--- src/rtl/disp_host_pkg.sv ---
package disp_host_pkg;
  localparam int NDIG     = 8;
  localparam int NGLYPH   = 16;
  localparam int NROW     = 7;
  localparam int NCOL     = 5;
  localparam logic [7:0] BLANK_CODE = 8'h20;

  typedef enum logic [2:0] {
    SEC_FLASH,
    SEC_GPTR,
    SEC_GROW,
    SEC_CTRL,
    SEC_CHAR
  } sec_e;

  function automatic sec_e sec_decode(input logic fsel_n, input logic [1:0] hi);
    sec_e s;
    if (!fsel_n) s = SEC_FLASH;
    else begin
      case (hi)
        2'b00:   s = SEC_GPTR;
        2'b01:   s = SEC_GROW;
        2'b10:   s = SEC_CTRL;
        default: s = SEC_CHAR;
      endcase
    end
    return s;
  endfunction
endpackage

--- src/rtl/disp_bus_front.sv ---
module disp_bus_front #(
  parameter int SYNC_STAGES = 2
) (
  input  logic clk,
  input  logic rst_n,
  input  logic cs_n,
  input  logic wr_n,
  output logic wr_pulse
);
  logic [SYNC_STAGES-1:0] cs_sh_q, cs_sh_d;
  logic [SYNC_STAGES-1:0] wr_sh_q, wr_sh_d;
  logic done_q, done_d;
  logic cs_s, wr_s;

  generate
    if (SYNC_STAGES == 1) begin : g_one
      always_comb begin
        cs_sh_d = cs_n;
        wr_sh_d = wr_n;
      end
    end else begin : g_many
      always_comb begin
        cs_sh_d = {cs_sh_q[SYNC_STAGES-2:0], cs_n};
        wr_sh_d = {wr_sh_q[SYNC_STAGES-2:0], wr_n};
      end
    end
  endgenerate

  assign cs_s = cs_sh_q[SYNC_STAGES-1];
  assign wr_s = wr_sh_q[SYNC_STAGES-1];
  assign wr_pulse = !cs_s && !wr_s && !done_q;

  always_comb begin
    done_d = done_q;
    if (cs_s) done_d = 1'b0;
    else if (wr_pulse) done_d = 1'b1;
  end

  always_ff @(posedge clk or negedge rst_n) begin
    if (!rst_n) begin
      cs_sh_q <= '1;
      wr_sh_q <= '1;
      done_q  <= 1'b0;
    end else begin
      cs_sh_q <= cs_sh_d;
      wr_sh_q <= wr_sh_d;
      done_q  <= done_d;
    end
  end
endmodule

--- src/rtl/disp_init_seq.sv ---
module disp_init_seq #(
  parameter int TICKS = 3
) (
  input  logic clk,
  input  logic rst_n,
  input  logic tick,
  input  logic start,
  output logic busy,
  output logic done
);
  localparam int CW = (TICKS < 2) ? 1 : $clog2(TICKS);
  localparam logic [CW-1:0] LAST = CW'(TICKS - 1);

  logic [CW-1:0] cnt_q, cnt_d;
  logic busy_q, busy_d;

  assign done = busy_q && tick && (cnt_q == LAST);
  assign busy = busy_q;

  always_comb begin
    cnt_d  = cnt_q;
    busy_d = busy_q;
    if (busy_q) begin
      if (done) begin
        busy_d = 1'b0;
        cnt_d  = '0;
      end else if (tick) begin
        cnt_d = cnt_q + 1'b1;
      end
    end else if (start) begin
      busy_d = 1'b1;
      cnt_d  = '0;
    end
  end

  always_ff @(posedge clk or negedge rst_n) begin
    if (!rst_n) begin
      cnt_q  <= '0;
      busy_q <= 1'b1;
    end else begin
      cnt_q  <= cnt_d;
      busy_q <= busy_d;
    end
  end
endmodule

--- src/rtl/disp_glyph_ram.sv ---
module disp_glyph_ram #(
  parameter int NG = 16,
  parameter int NR = 7,
  parameter int NC = 5
) (
  input  logic                  clk,
  input  logic                  we,
  input  logic [$clog2(NG)-1:0] widx,
  input  logic [2:0]            wrow,
  input  logic [NC-1:0]         wdata,
  input  logic [$clog2(NG)-1:0] ridx_a,
  input  logic [2:0]            rrow_a,
  output logic [NC-1:0]         rdata_a,
  input  logic [$clog2(NG)-1:0] ridx_b,
  input  logic [2:0]            rrow_b,
  output logic [NC-1:0]         rdata_b
);
  localparam int NENT = NG * NR;

  logic [NC-1:0] mem_q [NENT];

  generate
    for (genvar g = 0; g < NG; g++) begin : g_glyph
      for (genvar r = 0; r < NR; r++) begin : g_row
        logic hit;
        assign hit = we && (widx == g) && (wrow == 3'(r));
        always_ff @(posedge clk) begin
          if (hit) mem_q[g*NR + r] <= wdata;
        end
      end
    end
  endgenerate

  always_comb begin
    rdata_a = '0;
    rdata_b = '0;
    if (int'(rrow_a) < NR) rdata_a = mem_q[int'(ridx_a)*NR + int'(rrow_a)];
    if (int'(rrow_b) < NR) rdata_b = mem_q[int'(ridx_b)*NR + int'(rrow_b)];
  end
endmodule

--- src/rtl/disp_host_regs.sv ---
module disp_host_regs
  import disp_host_pkg::*;
#(
  parameter int SYNC_STAGES = 2,
  parameter int INIT_TICKS  = 3
) (
  input  logic       clk,
  input  logic       rst_n,
  input  logic       disp_tick,
  input  logic       bus_cs_n,
  input  logic       bus_wr_n,
  input  logic       bus_rd_n,
  input  logic       sel_flash_n,
  input  logic [4:0] bus_addr,
  input  logic [7:0] bus_din,
  output logic [7:0] bus_dout,
  output logic       bus_oe,
  input  logic       st_pass,
  output logic       busy,
  output logic [7:0] ctrl_word,
  input  logic [2:0] rf_digit,
  output logic [7:0] rf_char,
  output logic       rf_is_glyph,
  output logic [6:0] rf_code,
  output logic [7:0] rf_flash,
  input  logic [3:0] rf_glyph,
  input  logic [2:0] rf_row,
  output logic [4:0] rf_glyph_dots
);
  localparam int GW = $clog2(NGLYPH);
  localparam int DW = $clog2(NDIG);

  logic [7:0]    char_q [NDIG];
  logic [7:0]    char_d [NDIG];
  logic [NDIG-1:0] flash_q, flash_d;
  logic [7:0]    ctrl_q, ctrl_d;
  logic [GW-1:0] gptr_q, gptr_d;

  logic wr_pulse, wr_ok, clr_start, seq_done;
  logic glyph_we;
  logic [NCOL-1:0] host_dots;
  sec_e sec;
  logic [DW-1:0] loc;

  assign sec = sec_decode(sel_flash_n, bus_addr[4:3]);
  assign loc = bus_addr[DW-1:0];

  disp_bus_front #(.SYNC_STAGES(SYNC_STAGES)) i_front (
    .clk(clk), .rst_n(rst_n), .cs_n(bus_cs_n), .wr_n(bus_wr_n), .wr_pulse(wr_pulse)
  );

  assign wr_ok     = wr_pulse && !busy;
  assign clr_start = wr_ok && (sec == SEC_CTRL) && bus_din[7];
  assign glyph_we  = wr_ok && (sec == SEC_GROW);

  disp_init_seq #(.TICKS(INIT_TICKS)) i_seq (
    .clk(clk), .rst_n(rst_n), .tick(disp_tick), .start(clr_start),
    .busy(busy), .done(seq_done)
  );

  disp_glyph_ram #(.NG(NGLYPH), .NR(NROW), .NC(NCOL)) i_glyph (
    .clk(clk), .we(glyph_we), .widx(gptr_q), .wrow(bus_addr[2:0]),
    .wdata(bus_din[NCOL-1:0]),
    .ridx_a(gptr_q), .rrow_a(bus_addr[2:0]), .rdata_a(host_dots),
    .ridx_b(rf_glyph), .rrow_b(rf_row), .rdata_b(rf_glyph_dots)
  );

  // next-state for digit-indexed storage
  generate
    for (genvar i = 0; i < NDIG; i++) begin : g_dig
      always_comb begin
        char_d[i]  = char_q[i];
        flash_d[i] = flash_q[i];
        if (busy) begin
          char_d[i]  = BLANK_CODE;
          flash_d[i] = 1'b0;
        end else if (wr_ok && loc == DW'(i)) begin
          if (sec == SEC_CHAR)  char_d[i]  = bus_din;
          if (sec == SEC_FLASH) flash_d[i] = bus_din[0];
        end
      end

      always_ff @(posedge clk or negedge rst_n) begin
        if (!rst_n) begin
          char_q[i]  <= BLANK_CODE;
          flash_q[i] <= 1'b0;
        end else begin
          char_q[i]  <= char_d[i];
          flash_q[i] <= flash_d[i];
        end
      end
    end
  endgenerate

  always_comb begin
    ctrl_d = ctrl_q;
    gptr_d = gptr_q;
    if (seq_done) ctrl_d[7] = 1'b0;
    if (wr_ok && sec == SEC_CTRL) ctrl_d = {bus_din[7:6], 1'b0, bus_din[4:0]};
    if (wr_ok && sec == SEC_GPTR) gptr_d = bus_din[GW-1:0];
  end

  always_ff @(posedge clk or negedge rst_n) begin
    if (!rst_n) ctrl_q <= '0;
    else        ctrl_q <= ctrl_d;
  end

  always_ff @(posedge clk) begin
    gptr_q <= gptr_d;
  end

  assign ctrl_word = {ctrl_q[7:6], st_pass, ctrl_q[4:0]};

  // host read path
  assign bus_oe = !bus_cs_n && !bus_rd_n;

  always_comb begin
    bus_dout = '0;
    if (bus_oe) begin
      case (sec)
        SEC_FLASH: bus_dout = {7'b0, flash_q[loc]};
        SEC_GPTR:  bus_dout = 8'(gptr_q);
        SEC_GROW:  bus_dout = 8'(host_dots);
        SEC_CTRL:  bus_dout = ctrl_word;
        default:   bus_dout = char_q[loc];
      endcase
    end
  end

  // refresh read path
  assign rf_char     = char_q[rf_digit];
  assign rf_is_glyph = rf_char[7];
  assign rf_code     = rf_char[7] ? {3'b0, rf_char[3:0]} : rf_char[6:0];
  assign rf_flash    = flash_q;
endmodule

--- config.mk ---
export PLATFORM = sky130hd
export DESIGN_NAME = disp_host_regs
export DESIGN_NICKNAME = d
export VERILOG_FILES = /design/src/rtl/disp_host_pkg.sv /design/src/rtl/disp_bus_front.sv /design/src/rtl/disp_init_seq.sv /design/src/rtl/disp_glyph_ram.sv /design/src/rtl/disp_host_regs.sv
export SDC_FILE = /design/constraint.sdc
export NUM_CORES = 1
export LEC_CHECK = 0
export ABC_AREA = 0
export BUFFER_PORTS_ARGS = -buffer_cell sky130_fd_sc_hd__buf_2
export CAP_MARGIN = 20
export CORE_MARGIN = 8
export CORE_UTILIZATION = 57
export CTS_CLUSTER_DIAMETER = 150
export DETAILED_ROUTE_END_ITERATION = 7
export PLACE_DENSITY_LB_ADDON = 0.08
export SETUP_SLACK_MARGIN = 0.2
export SLEW_MARGIN = 10
export SYNTH_ARGS = -nofsm -noshare
export SYNTH_HDL_FRONTEND = slang
export SYNTH_SLANG_ARGS = --single-unit
--- constraint.sdc ---
create_clock -name clk -period 3.8 [get_ports clk]
set_clock_uncertainty 0.1 [all_clocks]
set_input_delay 0.38 -clock clk [delete_from_list [all_inputs] [get_ports clk]]
set_output_delay 0.38 -clock clk [all_outputs]
set_load 0.1 [all_outputs]
==> results of run 1 <==
## state kept, by name, summed over array words and instances, names as in the netlist
signal,count
char_q,64
gptr_q,4
i_seq.cnt_q,2
i_front.wr_sh_q,2
i_glyph.mem_q,560
i_seq.busy,1
i_front.done_q,1
i_front.cs_sh_q,2
ctrl_q,7
rf_flash,8
## cell usage in the layout, fill, tap and decap left out, types with 8 or more instances in the layout
cell type,Yosys,routed
mux2i_1,56,49
nor2_1,160,155
clkbuf_16,0,73
buf_12,4,37
o21ai_1,3,8
nand3_1,36,34
a21oi_1,30,23
or3_1,8,8
a211oi_2,3,11
inv_1,28,26
and2_1,9,8
dfrtp_1,74,74
nor2b_1,13,8
ha_1,33,28
buf_6,10,18
clkinv_2,0,9
dfstp_2,13,13
edfxtp_1,564,564
nor3_1,15,12
nand2_1,162,157
o21ai_0,99,93
buf_4,25,251
mux2_2,19,19
buf_2,44,61
mux4_2,327,327
clkinv_1,0,10
clkbuf_1,48,10
## what timing repair did
action	CTS	global route
hold buffers	6	0
cloned	3	1
endpoints found under the hold margin	81	0
buffers inserted	16	16
resized for setup	99	49
endpoints found under the setup margin	10	10
pin swaps	29	24
## report_power, final
part	leakage, nW	internal (mW)	switching, mW	total (mW)
Sequential	6.16	8.14	0.290	8.43
Clock	1.09	3.97	2.80	6.77
Combinational	6.36	3.03	4.26	7.28
Total	13.6	15.1	7.35	22.5
## area by class of cell
class / count / share of cell area, %
Clock inverter: 40 / 1.05
Sequential cell: 651 / 48.9
Timing Repair Buffer: 382 / 8.67
Antenna cell: 2 / 0.0128
Clock buffer: 83 / 4.74
Multi-Input combinational cell: 1136 / 33.9
Inverter: 28 / 0.269
Tap cell: 756 / 2.42
## layer usage
layer	wire (µm)	share of wire, %
met1	36400	38
met2	45200	48
met3	9120	9.6
met4	4420	4.6
met5	23	0.024
## metrics by stage
step	setup WS [ns]	cell area, µm²	hold WS (ns)	power (mW)	setup TNS (ns)
3_5_place_dp	-1.35	35700	0.249	15.1	-10.06
4_1_cts	-1.49	38700	0.0420	22.2	-10.62
2_1_floorplan	-0.742	32800	-0.0156	12.7	-3.30
6_report	-1.51	39100	0.0713	22.5	-10.32
3_3_place_gp	-1.36	35700	0.247	14.9	-9.83
5_1_grt	-1.62	39100	0.0750	23.1	-11.26
## final timing paths
kind	depth (start not counted)	slack, ns	end	start
setup / recovery	15	-1.51	bus_dout[1]	gptr_q[0]$_DFFE_PP_
hold / removal	3	0.07	char_q[21]$_DFFE_PN1P_	bus_din[5]
setup reg to reg	7	0.61	i_glyph.mem_q[95][2]$_DFFE_PP_	i_front.wr_sh_q[1]$_DFF_PN1_
hold reg to reg	0	0.26	i_front.wr_sh_q[1]$_DFF_PN1_	i_front.wr_sh_q[0]$_DFF_PN1_
max in group asynchronous	3	2.84	char_q[61]$_DFFE_PN1P_	rst_n
min in group asynchronous	2	0.10	char_q[32]$_DFFE_PN0P_	rst_n
## worst reg2reg max path: cells and delay by family (launching register included)
family        cells  cell delay (ns)
simple gates      6             2.13
flops             1             0.37
buf+inv           1             0.22
## logic make-up after synthesis
kind of cell             count (synthesis)
flip-flops                             651
AND/OR/NAND/NOR                        440
multiplexers                           411
AO/OA/AOI/OAI                          233
buffers and inverters                  174
adder cells (fa/ha/maj)                 43
XOR/XNOR                                 9
==> qor.yml, run 1 <==
synth:
  synthTopCellsByArea: "edfxtp_1 (52%), mux4_2 (23%), dfrtp_1 (5.7%)"
  synthTopCellsByCount: "edfxtp_1 (564), mux4_2 (327), nand2_1 (162)"
  synthSimpleGateAreaFrac_pct: 5.85
  async_reset_ff_share_pct: 13.4
  synth_xor_area_share_pct: 0.242
  synth_area_per_cell_um2: 16.6
  yosysSeqAreaShare_pct: 58.7
  yosys_warnings: 0
  synth_top_area_share_pct: 52.0
  synth_top_family_by_area: "multiplexers"
  synth_mux_area_share_pct: 25.7
  syn_inst: 1961
  syn-num-nets: 2035
  syn_area_um2: 32600
  synth_fa_ha_area_share_pct: 1.88
  synth_edf_count: 564
  synthDistinctLibCells: 70
  synth-compound-area-share_pct: 4.57
  synth-main-ff-cell: "edfxtp_1"
  synth.most_common_cell: "edfxtp_1"
  yosysTopAreaCell: "edfxtp_1"
  ys_ff_latch: 651
timing:
  min_period_ns: 5.31
  max_freq_mhz: 188
  layout_setup_ws_ns: -1.51
  min_period_over_period_pct: 140
  maxSlewViolCount: 0
  relSlewSlack_pct: 34.0
  tightest_slew_ns: 0.980
  finalSetupViolCount: 10
  rsz0062_at_grt: "yes"
  finalHoldViolCount: 0
setup_path:
  worst-setup-path-type: "flop to output pin"
  required_ns: 3.32
  cp_top_family: "adder cells"
  worstPathMaxFanout: 6
  crit_buf_inv: 6
  crit_slowest_cell: "fa_4"
  cp.arrival_ns: 4.83
  cp-start-kind: "flop"
  worstPathCellList: "fa_1 -> fa_1 -> inv_2 -> fa_4 -> buf_6 -> buf_16 -> buf_4 -> buf_4 -> mux4_2 -> mux2i_4 -> a211oi_2 -> nor3_1 -> o21bai_4 -> a311oi_4 -> buf_12"
  worstSetupEndpointType: "output pin"
  cpPeakStageDelay_ns: 0.84
placed_design:
  placed_cells: 2910
  dp_hpwl_um: 67100
  port-buffer-count: 77
  gp_congestion: 0.957
floorplanning:
  ios: 78
  coreArea_um2: 56500
  die_x_um: 255
  fp.dieH_um: 255
  initial_core_util_pct: 57.6
  dieArea_um2: 65000
  row_count: 87
clocking:
  tritoncts: "built"
  cts_max_level: 3
  cts-root-buf: "clkbuf_16"
  clk_pin_slew_ns: 0.06
  cts_inserted_buffers: 69
  cts.sinks: 651
  insertion_delay_ns: 0.61
  clockBufferDepth: 3
global_route:
  grt_use_met2_pct: 47.0
  antenna_found_initial: 4
  grtUsageMet3_pct: 6.29
  grt_max_degree: 88
  grt.busiest_layer: "met2"
  grt_usage_pct: 29.7
  grt_pass1_wl_um: 141000
  grt_use_met1_pct: 40.4
  grt-ovfl-total: 0
  grt_pass1_vias: 21244
layout:
  multi_input_area_um2: 13300
  regArea_um2: 19100
  area_delta_synth_final_pct: 20.1
  final_core_util_pct: 69.2
  nets: 2342
  n_fill_cell: 3711
  drive_above_1_share_pct: 41.3
  final_cells: 3078
drt:
  num_vias: 20751
  avgRoutedWirePerCell_um: 30.9
  wirelength_um: 95200
  drt_pre_antenna_iters: 7
  drc_errors: 0
  drt_iter0_drc: 2293
  ant_nets: 0
  vias_per_cell: 6.74
power:
  power.density_nw_per_um2: 575
  peakVddDrop_mv: 0.832
  p_leak_nw: 13.6
run_status:
  status: "finished with violations"
  failed_checks: "setup timing"
job:
  cap_violations: 0
hold_path:
  min_path_type: "input pin to flop"
Note: power is estimated with default switching activity, not from simulation.
==> inputs of run 2 (changes only) <==
REMOVE_ABC_BUFFERS = 1   (was unset)
==> run 2 against run 1 <==
Against the previous run:
- critical path type unchanged
- first-iteration DRC count increased by 3.5%
- critical path depth shrank 1
- register-to-register slack improved by 0.05 ns
- the flow still finishes with violations (setup timing)
- largest power group unchanged
- global-route usage is 0.11 points higher
- non-clock buffer count fell by 14
==> qor.yml, run 2 (synthesized netlist as in run 1, its figures left out) <==
drt:
  dr_wl_met2_um: 45900  # +1.4%
  met1_length_um: 36400  # about the same
  drt_pre_antenna_iters: 8  # +1
  wirelength_um: 95500  # +0.36%
  vias_per_cell: 6.76  # +0.26%
  ant_nets: 0  # unchanged
  drt_iter0_drc: 2374  # +3.5%
  maxUsedRoutingLayer: "met5"
  drc_errors: 0  # unchanged
  avgRoutedWirePerCell_um: 31.1  # +0.63%
  wl_met3_um: 9760  # +7.0%
  num_vias: 20750  # -0.0048%
layout:
  final_cells: 3070  # -0.26%
  multi_input_area_um2: 13100  # -1.4%
  largest_reg_flops: 560  # unchanged
  nets: 2331  # -0.47%
  area_delta_synth_final_pct: 20.2  # about the same
  antenna_cells: 0  # -2
  design_area_um2: 39200  # about the same
  final_cell_mix: "edfxtp_1 (564), mux4_2 (327), buf_4 (229)"
  regArea_um2: 19100  # unchanged
  final_common_cell: "edfxtp_1"
  drive_above_1_share_pct: 40.1  # -1.2 points
  n_fill_cell: 3680  # -0.84%
  regMostFlops: "i_glyph.mem_q"
  final_core_util_pct: 69.3  # about the same
floorplanning:
  initial_core_util_pct: 57.6  # unchanged
  coreArea_um2: 56500  # unchanged
  row_count: 87  # unchanged
  ios: 78  # unchanged
  die_x_um: 255  # unchanged
  fp.dieH_um: 255  # unchanged
  dieArea_um2: 65000  # unchanged
setup_path:
  crit_slowest_cell: "fa_4"
  r2r-end: "i_glyph.mem_q[63][2]$_DFFE_PP_"
  r2r_slack_ns: 0.66  # +0.05 ns
  cp.arrival_ns: 4.92  # +0.09 ns
  required_ns: 3.32  # about the same
  worst-setup-path-type: "flop to output pin"
  rr_worst_depth: 7  # unchanged
  worstPathCellList: "fa_1 -> fa_1 -> inv_2 -> fa_4 -> buf_12 -> buf_8 -> mux4_2 -> or3_1 -> o21ai_0 -> nor4_1 -> nor4_4 -> a311oi_2 -> buf_4 -> buf_12"
  cpPeakStageDelay_ns: 0.81  # -0.03 ns
  worstSetupEndpointType: "output pin"
  r2r-start: "i_front.wr_sh_q[1]$_DFF_PN1_"
  cp_top_family: "adder cells"
  crit_buf_inv: 5  # -1
  worstPathMaxFanout: 8  # +2
  cp-start-kind: "flop"
timing:
  finalHoldViolCount: 0  # unchanged
  hold_ws_ns: 0.0761  # +0.00480 ns
  tightest_slew_ns: 1.08  # +0.0993 ns
  relSlewSlack_pct: 28.1  # -5.9 points
  finalSetupViolCount: 10  # unchanged
  rsz0062_at_grt: "yes"
  min_period_over_period_pct: 142  # +2.3 points
  min_period_ns: 5.40  # +0.0892 ns
  setup_tns_ns: -11.74  # -1.42 ns
  max_freq_mhz: 185  # -1.7%
  maxSlewViolCount: 0  # unchanged
  layout_setup_ws_ns: -1.60  # -0.0892 ns
clocking:
  cts.sinks: 651  # unchanged
  clk_pin_slew_ns: 0.06  # about the same
  insertion_delay_ns: 0.61  # about the same
  cts_inserted_buffers: 72  # +4.3%
  clockBufferDepth: 3  # unchanged
  cts-root-buf: "clkbuf_16"
  cts_max_level: 3  # unchanged
  tritoncts: "built"
global_route:
  grt_pass1_wl_um: 141000  # -0.13%
  grt_pass1_vias: 21222  # -0.10%
  grt-ovfl-total: 0  # unchanged
  antenna_found_initial: 2  # -2
  grt_max_degree: 88  # unchanged
  grt_usage_pct: 29.8  # +0.11 points
job:
  cap_violations: 0  # unchanged
hold_path:
  hold_end: "char_q[61]$_DFFE_PN1P_"
  min_path_cells: 3  # unchanged
  hold_start: "bus_din[5]"
  min_path_type: "input pin to flop"
power:
  p_total_mw: 22.9  # +1.6%
  peakVddDrop_mv: 0.810  # -2.6%
  power.density_nw_per_um2: 584  # +1.6%
  p_leak_nw: 13.7  # +0.56%
run_status:
  failed_checks: "setup timing"
  status: "finished with violations"
placed_design:
  dp_hpwl_um: 66600  # -0.80%
  dpl_cell_area_um2: 35600  # -0.21%
  port-buffer-count: 77  # unchanged
  pre_cts_ws_ns: -1.26  # +0.0884 ns
  placed_cells: 2906  # -0.14%
  gp_congestion: 0.953  # -0.51%
run 2: cell types whose count changed in the layout (fill, tap and decap cells not counted), sizes merged:
| cell | change |
|---|---|
| buf | -12 |
| clkbuf | -5 |
| diode | -2 |
| bufinv | +4 |
| inv | -2 |
| clkinv | +16 |
| clkinvlp | -6 |
| bufbuf | -1 |
run 2: routing by layer:
layer	up-vias	GRT usage [%]
met1	10772	40.6
li1	8565	-
met4	4	10.9
met2	1210	47.9
met3	199	6.21
met5	-	0
run 2: final cells by class:
cell class	count	area share (%)
inverters	28	0.268
repair buffers	368	8.74
well taps	756	2.42
flip-flops and latches	651	48.9
multi-input cells	1136	33.5
clock buffers	79	4.75
clock inverters	52	1.51
run 2: tightest hold or removal path, stage by stage:
cell     delay, ns
buf_2         0.08
nor2_1        0.10
o21ai_0       0.18
run 2: how the worst max path moves through the flow:
| stage | startpoint | endpoint | cells past startpoint |
|---|---|---|---|
| 2_1_floorplan | gptr_q[0]$_DFFE_PP_ | bus_dout[1] | 7 |
| 3_3_place_gp | gptr_q[0]$_DFFE_PP_ | bus_dout[1] | 13 |
| 3_5_place_dp | gptr_q[0]$_DFFE_PP_ | bus_dout[2] | 13 |
| 4_1_cts | gptr_q[2]$_DFFE_PP_ | bus_dout[4] | 13 |
| 5_1_grt | gptr_q[0]$_DFFE_PP_ | bus_dout[3] | 16 |
| 6_report | gptr_q[0]$_DFFE_PP_ | bus_dout[2] | 14 |
run 2: timing repair:
item                                   CTS  global route
endpoints found under the hold margin   81             0
setup endpoints to repair               10            10
resized for setup                       89            52
cloned                                   3             0
pin swaps                               23            32
buffers inserted                        14             9
hold buffers                             6             0
run 2: where the power goes:
part / total (mW) / switching [mW] / internal [mW]
logic: 7.20 / 4.20 / 2.99
registers: 8.42 / 0.277 / 8.15
clock network: 7.24 / 2.93 / 4.30
